**config.mk**
```make
export PLATFORM = sky130hd
export DESIGN_NAME = oneshot_timer
export DESIGN_NICKNAME = d
export VERILOG_FILES = /design/src/rtl/oneshot_timer_pkg.sv /design/src/rtl/trig_edge.sv /design/src/rtl/eq_compare.sv /design/src/rtl/timer_datapath.sv /design/src/rtl/timer_ctrl.sv /design/src/rtl/oneshot_timer.sv
export SDC_FILE = /design/constraint.sdc
export NUM_CORES = 1
export LEC_CHECK = 0
export BUFFER_PORTS_ARGS = -buffer_cell sky130_fd_sc_hd__buf_2
export CAP_MARGIN = 20
export CORE_MARGIN = 1.5
export CORE_UTILIZATION = 50
export CTS_CLUSTER_DIAMETER = 100
export DETAILED_ROUTE_END_ITERATION = 10
export PLACE_DENSITY = 0.71
export SLEW_MARGIN = 20
export SYNTH_ARGS = -nofsm -noshare
export SYNTH_HDL_FRONTEND = slang
export SYNTH_SLANG_ARGS = --single-unit
```
**constraint.sdc**
```tcl
create_clock -name clk -period 3.2 [get_ports clk]
set_input_delay 0.32 -clock clk [delete_from_list [all_inputs] [get_ports clk]]
set_output_delay 0.32 -clock clk [all_outputs]
set_load 0.005 [all_outputs]
```
**src/rtl/oneshot_timer_pkg.sv**
```systemverilog
package oneshot_timer_pkg;

    localparam int unsigned CNT_W_DEF = 24;

    typedef enum logic [0:0] {
        ST_IDLE = 1'b0,
        ST_RUN  = 1'b1
    } tmr_state_t;

    typedef struct packed {
        logic load;
        logic run;
    } dp_ctrl_t;

    function automatic logic rise_of(input logic cur, input logic prev);
        return cur & ~prev;
    endfunction

endpackage

```
**src/rtl/trig_edge.sv**
```systemverilog
module trig_edge (
    input  logic clk,
    input  logic rst,
    input  logic level_i,
    output logic rise_o
);
    logic prev_q;

    always_ff @(posedge clk) begin
        if (rst) prev_q <= 1'b0;
        else     prev_q <= level_i;
    end

    assign rise_o = oneshot_timer_pkg::rise_of(level_i, prev_q);
endmodule

```
**src/rtl/eq_compare.sv**
```systemverilog
module eq_compare #(
    parameter int unsigned W = 24
) (
    input  logic [W-1:0] a_i,
    input  logic [W-1:0] b_i,
    output logic         eq_o
);
    logic [W-1:0] bit_eq;

    for (genvar i = 0; i < W; i++) begin : g_bit
        assign bit_eq[i] = ~(a_i[i] ^ b_i[i]);
    end

    assign eq_o = &bit_eq;
endmodule

```
**src/rtl/timer_datapath.sv**
```systemverilog
module timer_datapath #(
    parameter int unsigned CNT_W = oneshot_timer_pkg::CNT_W_DEF
) (
    input  logic                        clk,
    input  logic                        rst,
    input  oneshot_timer_pkg::dp_ctrl_t ctrl_i,
    input  logic [CNT_W-1:0]            count_i,
    output logic                        match_o
);
    localparam logic [CNT_W-1:0] ONE = CNT_W'(1);

    logic [CNT_W-1:0] target_q;
    logic [CNT_W-1:0] ticks_q;
    logic             hit;

    always_ff @(posedge clk) begin
        if (rst) begin
            target_q <= '0;
        end else if (ctrl_i.load) begin
            target_q <= (count_i == '0) ? ONE : count_i;
        end
    end

    always_ff @(posedge clk) begin
        if (rst) begin
            ticks_q <= '0;
        end else if (ctrl_i.load) begin
            ticks_q <= ONE;
        end else if (ctrl_i.run) begin
            ticks_q <= hit ? '0 : ticks_q + ONE;
        end
    end

    eq_compare #(.W(CNT_W)) u_cmp (
        .a_i  (ticks_q),
        .b_i  (target_q),
        .eq_o (hit)
    );

    assign match_o = hit;
endmodule

```
**src/rtl/timer_ctrl.sv**
```systemverilog
module timer_ctrl (
    input  logic                        clk,
    input  logic                        rst,
    input  logic                        start_i,
    input  logic                        match_i,
    output oneshot_timer_pkg::dp_ctrl_t ctrl_o,
    output logic                        done_o,
    output logic                        busy_o
);
    import oneshot_timer_pkg::*;

    tmr_state_t state_q, state_d;

    always_comb begin
        state_d = state_q;
        unique case (state_q)
            ST_IDLE: if (start_i) state_d = ST_RUN;
            ST_RUN:  if (match_i) state_d = ST_IDLE;
            default: state_d = ST_IDLE;
        endcase
    end

    always_ff @(posedge clk) begin
        if (rst) state_q <= ST_IDLE;
        else     state_q <= state_d;
    end

    assign ctrl_o.load = (state_q == ST_IDLE) && start_i;
    assign ctrl_o.run  = (state_q == ST_RUN);
    assign done_o      = (state_q == ST_RUN) && match_i;
    assign busy_o      = (state_q == ST_RUN);
endmodule

```
**src/rtl/oneshot_timer.sv**
```systemverilog
module oneshot_timer #(
    parameter int unsigned CNT_W = oneshot_timer_pkg::CNT_W_DEF
) (
    input  logic             clk,
    input  logic             rst,
    input  logic             trig_i,
    input  logic [CNT_W-1:0] pulse_cnt_i,
    output logic             done_o,
    output logic             busy_o
);
    import oneshot_timer_pkg::*;

    logic     start;
    logic     match;
    dp_ctrl_t dp_ctrl;

    trig_edge u_edge (
        .clk     (clk),
        .rst     (rst),
        .level_i (trig_i),
        .rise_o  (start)
    );

    timer_ctrl u_ctrl (
        .clk     (clk),
        .rst     (rst),
        .start_i (start),
        .match_i (match),
        .ctrl_o  (dp_ctrl),
        .done_o  (done_o),
        .busy_o  (busy_o)
    );

    timer_datapath #(.CNT_W(CNT_W)) u_dp (
        .clk     (clk),
        .rst     (rst),
        .ctrl_i  (dp_ctrl),
        .count_i (pulse_cnt_i),
        .match_o (match)
    );
endmodule

```
==> results of run 1 <==
-- flip-flops by register name, summed over array words and instances, names as in the netlist --
register,flops
u_dp.target_q,24
u_dp.ticks_q,24
u_ctrl.busy_o,1
u_edge.prev_q,1
-- logic make-up (layout without fill, tap and decap cells) --
logic type,Yosys count,in the layout,synth area share [%]
AND/OR/NAND/NOR,88,88,21.97
flip-flops,50,50,44.49
XOR/XNOR,46,46,17.91
AO/OA/AOI/OAI,28,28,10.85
buffers and inverters,14,41,3.337
multiplexers,2,2,0.8899
adder cells (fa/ha/maj),1,1,0.5561
-- power by group --
group / internal, mW / switching (mW)
Sequential: 0.647 / 0.0230
Clock: 0.198 / 0.202
Combinational: 0.0520 / 0.0659
-- worst min path at each step --
| stage | from | end | depth (start not counted) |
|---|---|---|---|
| floorplan | pulse_cnt_i[14] | u_dp.target_q[14] | 1 |
| finish | pulse_cnt_i[13] | u_dp.target_q[13] | 2 |
| global route | pulse_cnt_i[3] | u_dp.target_q[3] | 2 |
| detailed placement | u_dp.target_q[9] | u_dp.target_q[9] | 1 |
| global placement | u_dp.target_q[2] | u_dp.target_q[2] | 1 |
| CTS | pulse_cnt_i[22] | u_dp.target_q[22] | 2 |
-- layout make-up --
type                    instances  share of cell area [%]
clock inverters                 1                  0.3486
multi-input cells             165                   46.91
inverters                       4                  0.5976
clock buffers                   7                   3.835
well taps                      52                   2.590
repair buffers                 29                   5.877
flip-flops and latches         50                   39.84
-- placed cells by master, fill, tap and decap left out, drive strengths merged, types with 2 or more instances in the layout --
cell    instances
clkbuf          7
nor4           13
inv             4
xor2           39
dfxtp          50
mux2i           2
nand4          10
nor2           33
nand3          12
and3            4
a22o           21
buf            29
and4            3
o21ai           2
nand2           7
xnor2           7
nor3            4
-- through the flow --
stage	hold slack [ns]	util [%]	cells	cell area, um2	setup WS [ns]
after floorplan	0.4455	-	229	2250	1.613
after global placement	0.4832	55.29	300	2407	1.041
after detailed placement	0.4902	55.29	300	2407	0.9406
after CTS	0.2292	57.70	308	2512	0.9187
after global routing	0.2317	57.70	308	2512	0.7716
final	0.2373	57.70	308	2512	0.9559
-- routing by layer --
metal / part of all wire [%] / vias to the layer above / wire length [um]
met5: 0 / - / 0
met1: 53 / 798 / 2349
met3: 3.1 / 5 / 140
li1: - / 863 / -
met4: 1.1 / 0 / 50
met2: 43 / 29 / 1913
==> results by group, run 1 <==
Power and ir drop
  • Maximum vdd drop: about 340 uV
  • Power density of the placed cells: 472.7 nW/um2
  • Pleak: around 1.1 nW
  • Design Power: between 1 and 1.5 mW

Layout
  • Layout area overhead: 11.68%
  • Area of the multi-input gates: between 1000 and 1500 um2
  • Nets: 283
  • Fill count: between 300 and 400
  • FF/Latch Area: between 1000 and 1500 um2
  • Antenna fix cells: 0
  • Share of post-route cells with drive strength above 1: approximately 18%

Critical path
  • Crit path from: u_dp.ticks_q[6]
  • Critical path capture point type: flop
  • Crit start category: flop
  • CP Max Fanout: 22
  • Slowest cell delay on critical path: 0.78 ns
  • R2R Setup Slk: roughly 0.96 ns
  • CP endpoint: u_dp.ticks_q[5]
  • Crit path kind: flop to flop
  • R2R depth: 5
  • CP required: ~3.4 ns
  • FF-to-FF Start: u_dp.ticks_q[6]
  • Delay-heaviest family, CP: compound AO/OA/AOI/OAI gates
  • Crit path DAT: around 2.4 ns
  • Slowest cell on the critical path: o31ai_4
  • Number of cells on the critical path: 5
  • Reg2reg end: u_dp.ticks_q[5]
  • Crit-path cells: xor2_1 > nor4_1 > nand4_1 > o31ai_4 > nor2_1
  • Worst Path Buf+Inv: 0

Timing
  • Slew Limit Fails: 0
  • Slew margin rel.: between 40% and 50%
  • Worst Max-Slew Pin Slew: about 0.9 ns
  • Peak Freq: between 0.4 and 0.5 GHz
  • Min Clock Period, post-route: ~2.2 ns
  • TNS Setup: 0 ns
  • RSZ-0062 raised after global routing: no
  • Hold Violations, Final: 0
  • Tcrit/Tclk final: between 70% and 80%
  • Clock skew: 0.01230 ns
  • Final setup viols: 0

Clocking
  • Root buf cell: clkbuf_8
  • Sink Count: 50
  • CTS Hold Buffers Added: 0
  • Clock-pin slew on the worst setup and hold paths: roughly 0.09 ns
  • Clock Tree Buf Depth: 2
  • TritonCTS clock tree: built
  • Postcts setup bufs: 0
  • Clk Latency, worst-skew pair: around 0.3 ns
  • Htree depth: 2
  • CTS resizes: 0
  • TritonCTS buffer count: 5

Logic synthesis
  • Top-count cell post-synth: dfxtp_1
  • Leading post-synthesis cells by cell area: dfxtp_1, xor2_1, a22o_1
  • Synth Net Count: roughly 260
  • Synthesized flop and latch total: 50
  • EDFF count, synth: 0
  • Async set-reset flop share out of synthesis: 0%
  • Syn Area/Cell: slightly below 10 um2
  • Top_reg_cell synth: dfxtp_1
  • Register area share after synthesis: between 40% and 50%
  • YS warnings: 0
  • Post-synth top area share: 44.49%
  • Netlist cell types: 33
  • Most frequent cells after synthesis: dfxtp_1, xor2_1, nor2_1, a22o_1
  • Cell Area, Synth: 2250 um2
  • Cells after Synth: about 230
  • Synth area leader: dfxtp_1

Floorplanning
  • Core box area: approximately 4400 um2
  • Die ar.: about 4900 um2
  • Die Wd: 70.08 um
  • Die Y: 70.08 um
  • # IOs: 29
  • Starting Density: about half
  • FP Rows: 24

GRT
  • Tot GR Track Use: about 19%
  • GRT overflow: 0
  • Gr busiest metal: met1
  • Antenna violations before repair: 0
  • M2 GR Usage: 27.83%
  • Met1 Use GR: 29.00%
  • Largest net degree at the start of global routing: 25
  • Global Route met3 Usage: 4.329%
  • First-pass GRT wire length: between 7 and 8 mm
  • Number of global-route vias before repair: approximately 1,500

Flow run
  • Max Cap Viol: 0

Drt
  • Antenna Nets Post-Route: 0
  • Via/cell ratio: around 5.5
  • Via count: about 1,700
  • Residual DRC: 0
  • Drt first pass iters: 4
  • Iteration-0 DRC count of the detailed router: 121
  • Drt total wl: around 4.5 mm
  • WL per Instance: 14.46 um

Placement
  • Placer Congestion: 0.8533
  • PortBufs: 28
  • DP HPWL: ~3.4 mm

Run status
  • Status: completed

Min path
  • Worst Hold Class: input pin to flop
Power figures use the tool's default switching activity.
==> run 2, diff against run 1 <==
- clock period: 3.2 -> 2.3 ns (I/O delays scaled with it)
==> results by group, run 2 (synthesis results as in run 1) <==
Placement
  • PortBufs: 28
  • Placer Congestion: approximately 0.82
  • DP Area: roughly 2400 um2
  • DP HPWL: between 3 and 4 mm

Clocking
  • Clock-pin slew on the worst setup and hold paths: ~0.09 ns
  • CTS resizes: 0
  • Postcts setup bufs: 0
  • Sink Count: 50
  • Htree depth: 2
  • Clock Tree Buf Depth: 2
  • CTS Hold Buffers Added: 0
  • TritonCTS buffer count: 5
  • TritonCTS clock tree: built
  • Root buf cell: clkbuf_8
  • Clk Latency, worst-skew pair: just over 0.3 ns

GRT
  • GRT overflow: 0
  • Number of global-route vias before repair: approximately 1,600
  • Tot GR Track Use: around a fifth
  • Antenna violations before repair: 0
  • First-pass GRT wire length: between 7 and 8 mm
  • Largest net degree at the start of global routing: 23

Layout
  • Share of post-route cells with drive strength above 1: about 18%
  • Nets: roughly 290
  • Most common cell after layout, fill and taps aside: dfxtp_1
  • Most frequent cells in the layout: dfxtp_1, xor2_1, nor2_1, buf_2, a22o_1
  • Fill count: a little under 400
  • Biggest regs: u_dp.target_q: 24 flops, u_dp.ticks_q: 24 flops
  • Antenna fix cells: 0
  • Non-Filler Cell Area, Final: roughly 2500 um2
  • Layout area overhead: 11.79%

Floorplanning
  • Die Y: 70.08 um
  • Core box area: between 4000 and 5000 um2
  • # IOs: 29
  • FP Rows: 24
  • Die Wd: approximately 70 um
  • Starting Density: between 50% and 60%
  • Die ar.: 4911 um2

Critical path
  • R2R Setup Slk: approximately 0.45 ns
  • Slowest cell delay on critical path: 0.38 ns
  • Slowest cell on the critical path: dfxtp_1
  • CP required: 2.07 ns
  • Critical path capture point type: primary output
  • Crit-path cells: xor2_1 > nor4_1 > nand2_1 > nor3_1 > buf_2
  • Worst Path Buf+Inv: 1
  • Crit path kind: flop to primary output
  • Crit path DAT: 1.85 ns
  • FF-to-FF Start: u_dp.ticks_q[15]
  • CP Max Fanout: 6
  • R2R depth: 6
  • Crit start category: flop
  • Delay-heaviest family, CP: simple AND/OR/NAND/NOR gates
  • Reg2reg end: u_dp.ticks_q[3]

Timing
  • Final setup viols: 0
  • Hold Violations, Final: 0
  • Slew margin rel.: about 51%
  • Peak Freq: a little under 0.5 GHz
  • TNS Setup: 0 ns
  • Tcrit/Tclk final: approximately nine tenths
  • Clock skew: 0.01191 ns
  • Slew Limit Fails: 0
  • Worst Max-Slew Pin Slew: 0.7356 ns
  • RSZ-0062 raised after global routing: no
  • Min Clock Period, post-route: just over 2 ns

Power and ir drop
  • Pleak: around 1.1 nW
  • Power density of the placed cells: between 600 and 700 nW/um2
  • Maximum vdd drop: ~350 uV

Drt
  • Via/cell ratio: ~5.4
  • Iteration-0 DRC count of the detailed router: 64
  • Via count: 1,676
  • Drt total wl: around 4.5 mm
  • Antenna Nets Post-Route: 0
  • Residual DRC: 0
  • WL per Instance: ~14 um
  • Drt first pass iters: 4

Min path
  • HP Start: pulse_cnt_i[20]
  • Hold path depth: 2
  • Worst Hold Class: input pin to flop
  • Hold EP: u_dp.target_q[20]

Flow run
  • Max Cap Viol: 0

Run status
  • Status: completed
==> run 2: changes by cell type in the layout (fill, tap and decap cells not counted), sizes merged <==
cell / change
buf: +2
clkinv: +1
clkbuf: -1
==> run 2: report_power, final <==
part,switching (mW),internal (mW)
Sequential,0.0335,0.900
Clock,0.291,0.215
Combinational,0.0901,0.0774
Total,0.415,1.19
==> run 2: through the flow <==
stage	total power [mW]	setup WS (ns)	util, %	hold WS, ns	std cells
after floorplan	1.063	0.7130	-	0.3555	229
after global placement	1.119	0.3771	55.63	0.4544	302
after detailed placement	1.122	0.4467	55.78	0.4573	302
after CTS	1.618	0.2128	57.76	0.1331	310
after global routing	1.676	0.02035	57.76	0.1387	310
final	1.607	0.2243	57.76	0.1407	310
==> run 2: how the worst max path moves through the flow <==
| stage | cells past startpoint | start | endpoint |
|---|---|---|---|
| 5_1_grt | 5 | u_dp.ticks_q[0] | done_o |
| 3_3_place_gp | 4 | u_ctrl.busy_o | u_dp.target_q[14] |
| 6_report | 5 | u_dp.ticks_q[15] | done_o |
| 3_5_place_dp | 6 | u_dp.ticks_q[6] | u_dp.ticks_q[3] |
| 2_1_floorplan | 6 | u_dp.ticks_q[0] | u_dp.ticks_q[3] |
| 4_1_cts | 5 | u_dp.ticks_q[6] | done_o |
==> run 2: final cells by class <==
cell class / instances / area, um2 / area share, %
multi-input cells: 165 / 1185 / 47.11
clock buffers: 6 / 72.57 / 2.886
clock inverters: 2 / 13.76 / 0.5473
inverters: 4 / 15.01 / 0.5970
well taps: 52 / 65.06 / 2.587
repair buffers: 31 / 162.7 / 6.468
flip-flops and latches: 50 / 1001 / 39.80
==> run 2: layer usage <==
layer / track usage [%] / share of wire [%] / vias up
li1: - / - / 871
met1: 27.88 / 51 / 762
met2: 28.89 / 43 / 36
met3: 4.329 / 3.6 / 7
met4: 8.333 / 1.9 / 0
met5: 0 / 0 / -
==> run 3, diff against run 2 <==
--- a/config.mk
+++ b/config.mk
@@ -8,3 +8,2 @@
 export BUFFER_PORTS_ARGS = -buffer_cell sky130_fd_sc_hd__buf_2
-export CAP_MARGIN = 20
 export CORE_MARGIN = 1.5
==> constraint.sdc (replaced) <==
create_clock -name clk -period 2.6 [get_ports clk]
set_input_delay 0.13 -clock clk [delete_from_list [all_inputs] [get_ports clk]]
set_output_delay 0.13 -clock clk [all_outputs]
set_load 0.005 [all_outputs]
==> results by group, run 3 (synthesis results as in run 1) <==
Clocking
  • Sink Count: 50
  • Clk Latency, worst-skew pair: roughly 0.30 ns
  • TritonCTS buffer count: 5
  • Clock Tree Buf Depth: 2
  • Postcts setup bufs: 0
  • CTS resizes: 0
  • Root buf cell: clkbuf_8
  • TritonCTS clock tree: built
  • Clock-pin slew on the worst setup and hold paths: approximately 0.090 ns
  • Htree depth: 2
  • CTS Hold Buffers Added: 0

Critical path
  • Delay-heaviest family, CP: simple AND/OR/NAND/NOR gates
  • CP required: between 2 and 2.5 ns
  • Slowest cell on the critical path: nor4_1
  • R2R depth: 6
  • CP endpoint: done_o
  • Critical path capture point type: primary output
  • FF-to-FF Start: u_dp.ticks_q[15]
  • R2R Setup Slk: 0.62 ns
  • Crit path kind: flop to primary output
  • Crit path from: u_dp.ticks_q[15]
  • Worst Path Buf+Inv: 1
  • Crit path DAT: 1.91 ns
  • Reg2reg end: u_dp.ticks_q[17]
  • Slowest cell delay on critical path: between 0.4 and 0.5 ns
  • Number of cells on the critical path: 5
  • Crit-path cells: xor2_1 > nor4_1 > nand2_1 > nor3_1 > buf_2
  • CP Max Fanout: 6
  • Crit start category: flop

Layout
  • Biggest regs: u_dp.target_q: 24 flops, u_dp.ticks_q: 24 flops
  • Nets: roughly 280
  • Share of post-route cells with drive strength above 1: ~18%
  • Most frequent cells in the layout: dfxtp_1, xor2_1, nor2_1, buf_2, a22o_1
  • Fill count: about 370
  • Most common cell after layout, fill and taps aside: dfxtp_1
  • Antenna fix cells: 0
  • Non-filler cells, final: ~310
  • Layout area overhead: 12.35%

GRT
  • Antenna violations before repair: 0
  • Largest net degree at the start of global routing: 23
  • First-pass GRT wire length: around 7.5 mm
  • GRT overflow: 0
  • Tot GR Track Use: about a fifth
  • Number of global-route vias before repair: 1,595

Run status
  • Status: completed

Drt
  • Drt total wl: around 4.4 mm
  • Antenna Nets Post-Route: 0
  • Iteration-0 DRC count of the detailed router: 67
  • Drt first pass iters: 4
  • Residual DRC: 0
  • WL per Instance: around 14 um
  • Via/cell ratio: roughly 5.5
  • Via count: about 1,700

Timing
  • Peak Freq: 0.4909 GHz
  • Hold Violations, Final: 0
  • Min Clock Period, post-route: slightly above 2 ns
  • Slew margin rel.: 49.86%
  • RSZ-0062 raised after global routing: no
  • Clock skew: roughly 0.009 ns
  • Tcrit/Tclk final: 78.35%
  • Worst Max-Slew Pin Slew: between 0.7 and 0.8 ns
  • Final setup viols: 0
  • Slew Limit Fails: 0
  • TNS Setup: 0 ns

Placement
  • DP HPWL: roughly 3.3 mm
  • Post-placement cell count: about 300
  • Placer Congestion: ~0.8
  • PortBufs: 28

Power and ir drop
  • Power density of the placed cells: between 500 and 600 nW/um2
  • Maximum vdd drop: between 300 and 400 uV
  • Pleak: around 1.1 nW

Floorplanning
  • Die ar.: about 4900 um2
  • Die Wd: 70.08 um
  • Die Y: about 70 um
  • FP Rows: 24
  • Core box area: between 4000 and 5000 um2
  • Starting Density: between 50% and 60%
  • # IOs: 29

Flow run
  • Max Cap Viol: 0

Min path
  • Worst Hold Class: input pin to flop
==> run 3: worst min path at each step <==
| stage | endpoint | start | slack (ns) | cells after the start |
|---|---|---|---|---|
| floorplan | u_dp.target_q[14] | pulse_cnt_i[14] | 0.26 | 1 |
| CTS | u_dp.target_q[7] | pulse_cnt_i[7] | 0.04 | 2 |
| global route | u_dp.target_q[12] | pulse_cnt_i[12] | 0.04 | 2 |
| global placement | u_dp.target_q[11] | pulse_cnt_i[11] | 0.35 | 2 |
| detailed placement | u_dp.target_q[15] | pulse_cnt_i[15] | 0.36 | 2 |
| finish | u_dp.target_q[2] | pulse_cnt_i[2] | 0.05 | 2 |
==> run 3: cell type report <==
cell class              instances  area (um2)  share of cell area [%]
clock buffers                   7       76.32                   3.020
multi-input cells             165        1185                   46.88
repair buffers                 30       155.1                   6.139
clock inverters                 1       30.03                   1.188
well taps                      52       65.06                   2.574
flip-flops and latches         50        1001                   39.60
inverters                       4       15.01                  0.5941
==> run 3: worst register-to-register path, cell delays in order (launching register included) <==
cell and delay [ns]:
dfxtp_1 0.39, xor2_1 0.19, nor4_1 0.44, nand2_1 0.22, o31ai_4 0.25, buf_4 0.29, nor2_1 0.09
==> run 3: stage by stage <==
step / worst slack [ns] / util (%) / cell area, um2 / hold WS, ns / total power [mW]
floorplan: 1.013 / - / 2250 / 0.2555 / 0.9407
global placement: 0.6268 / 55.46 / 2415 / 0.3541 / 0.9870
detailed placement: 0.5545 / 55.46 / 2415 / 0.3573 / 0.9900
CTS: 0.5139 / 57.90 / 2521 / 0.04297 / 1.512
global route: 0.4852 / 58.05 / 2527 / 0.04278 / 1.569
finish: 0.5630 / 58.05 / 2527 / 0.04879 / 1.507
==> run 3: metal layers <==
| metal | vias to the layer above | GRT usage [%] | wire (um) |
|---|---|---|---|
| met3 | 10 | 4.329 | 133 |
| li1 | 878 | - | - |
| met4 | 0 | 8.333 | 106 |
| met1 | 774 | 27.30 | 2270 |
| met5 | - | 0 | 0 |
| met2 | 37 | 28.78 | 1886 |
==> run 3: report_power, final <==
part           internal [mW]  switching [mW]
Combinational         0.0666          0.0807
Clock                  0.288           0.247
Sequential             0.796          0.0289
Total                   1.15           0.357
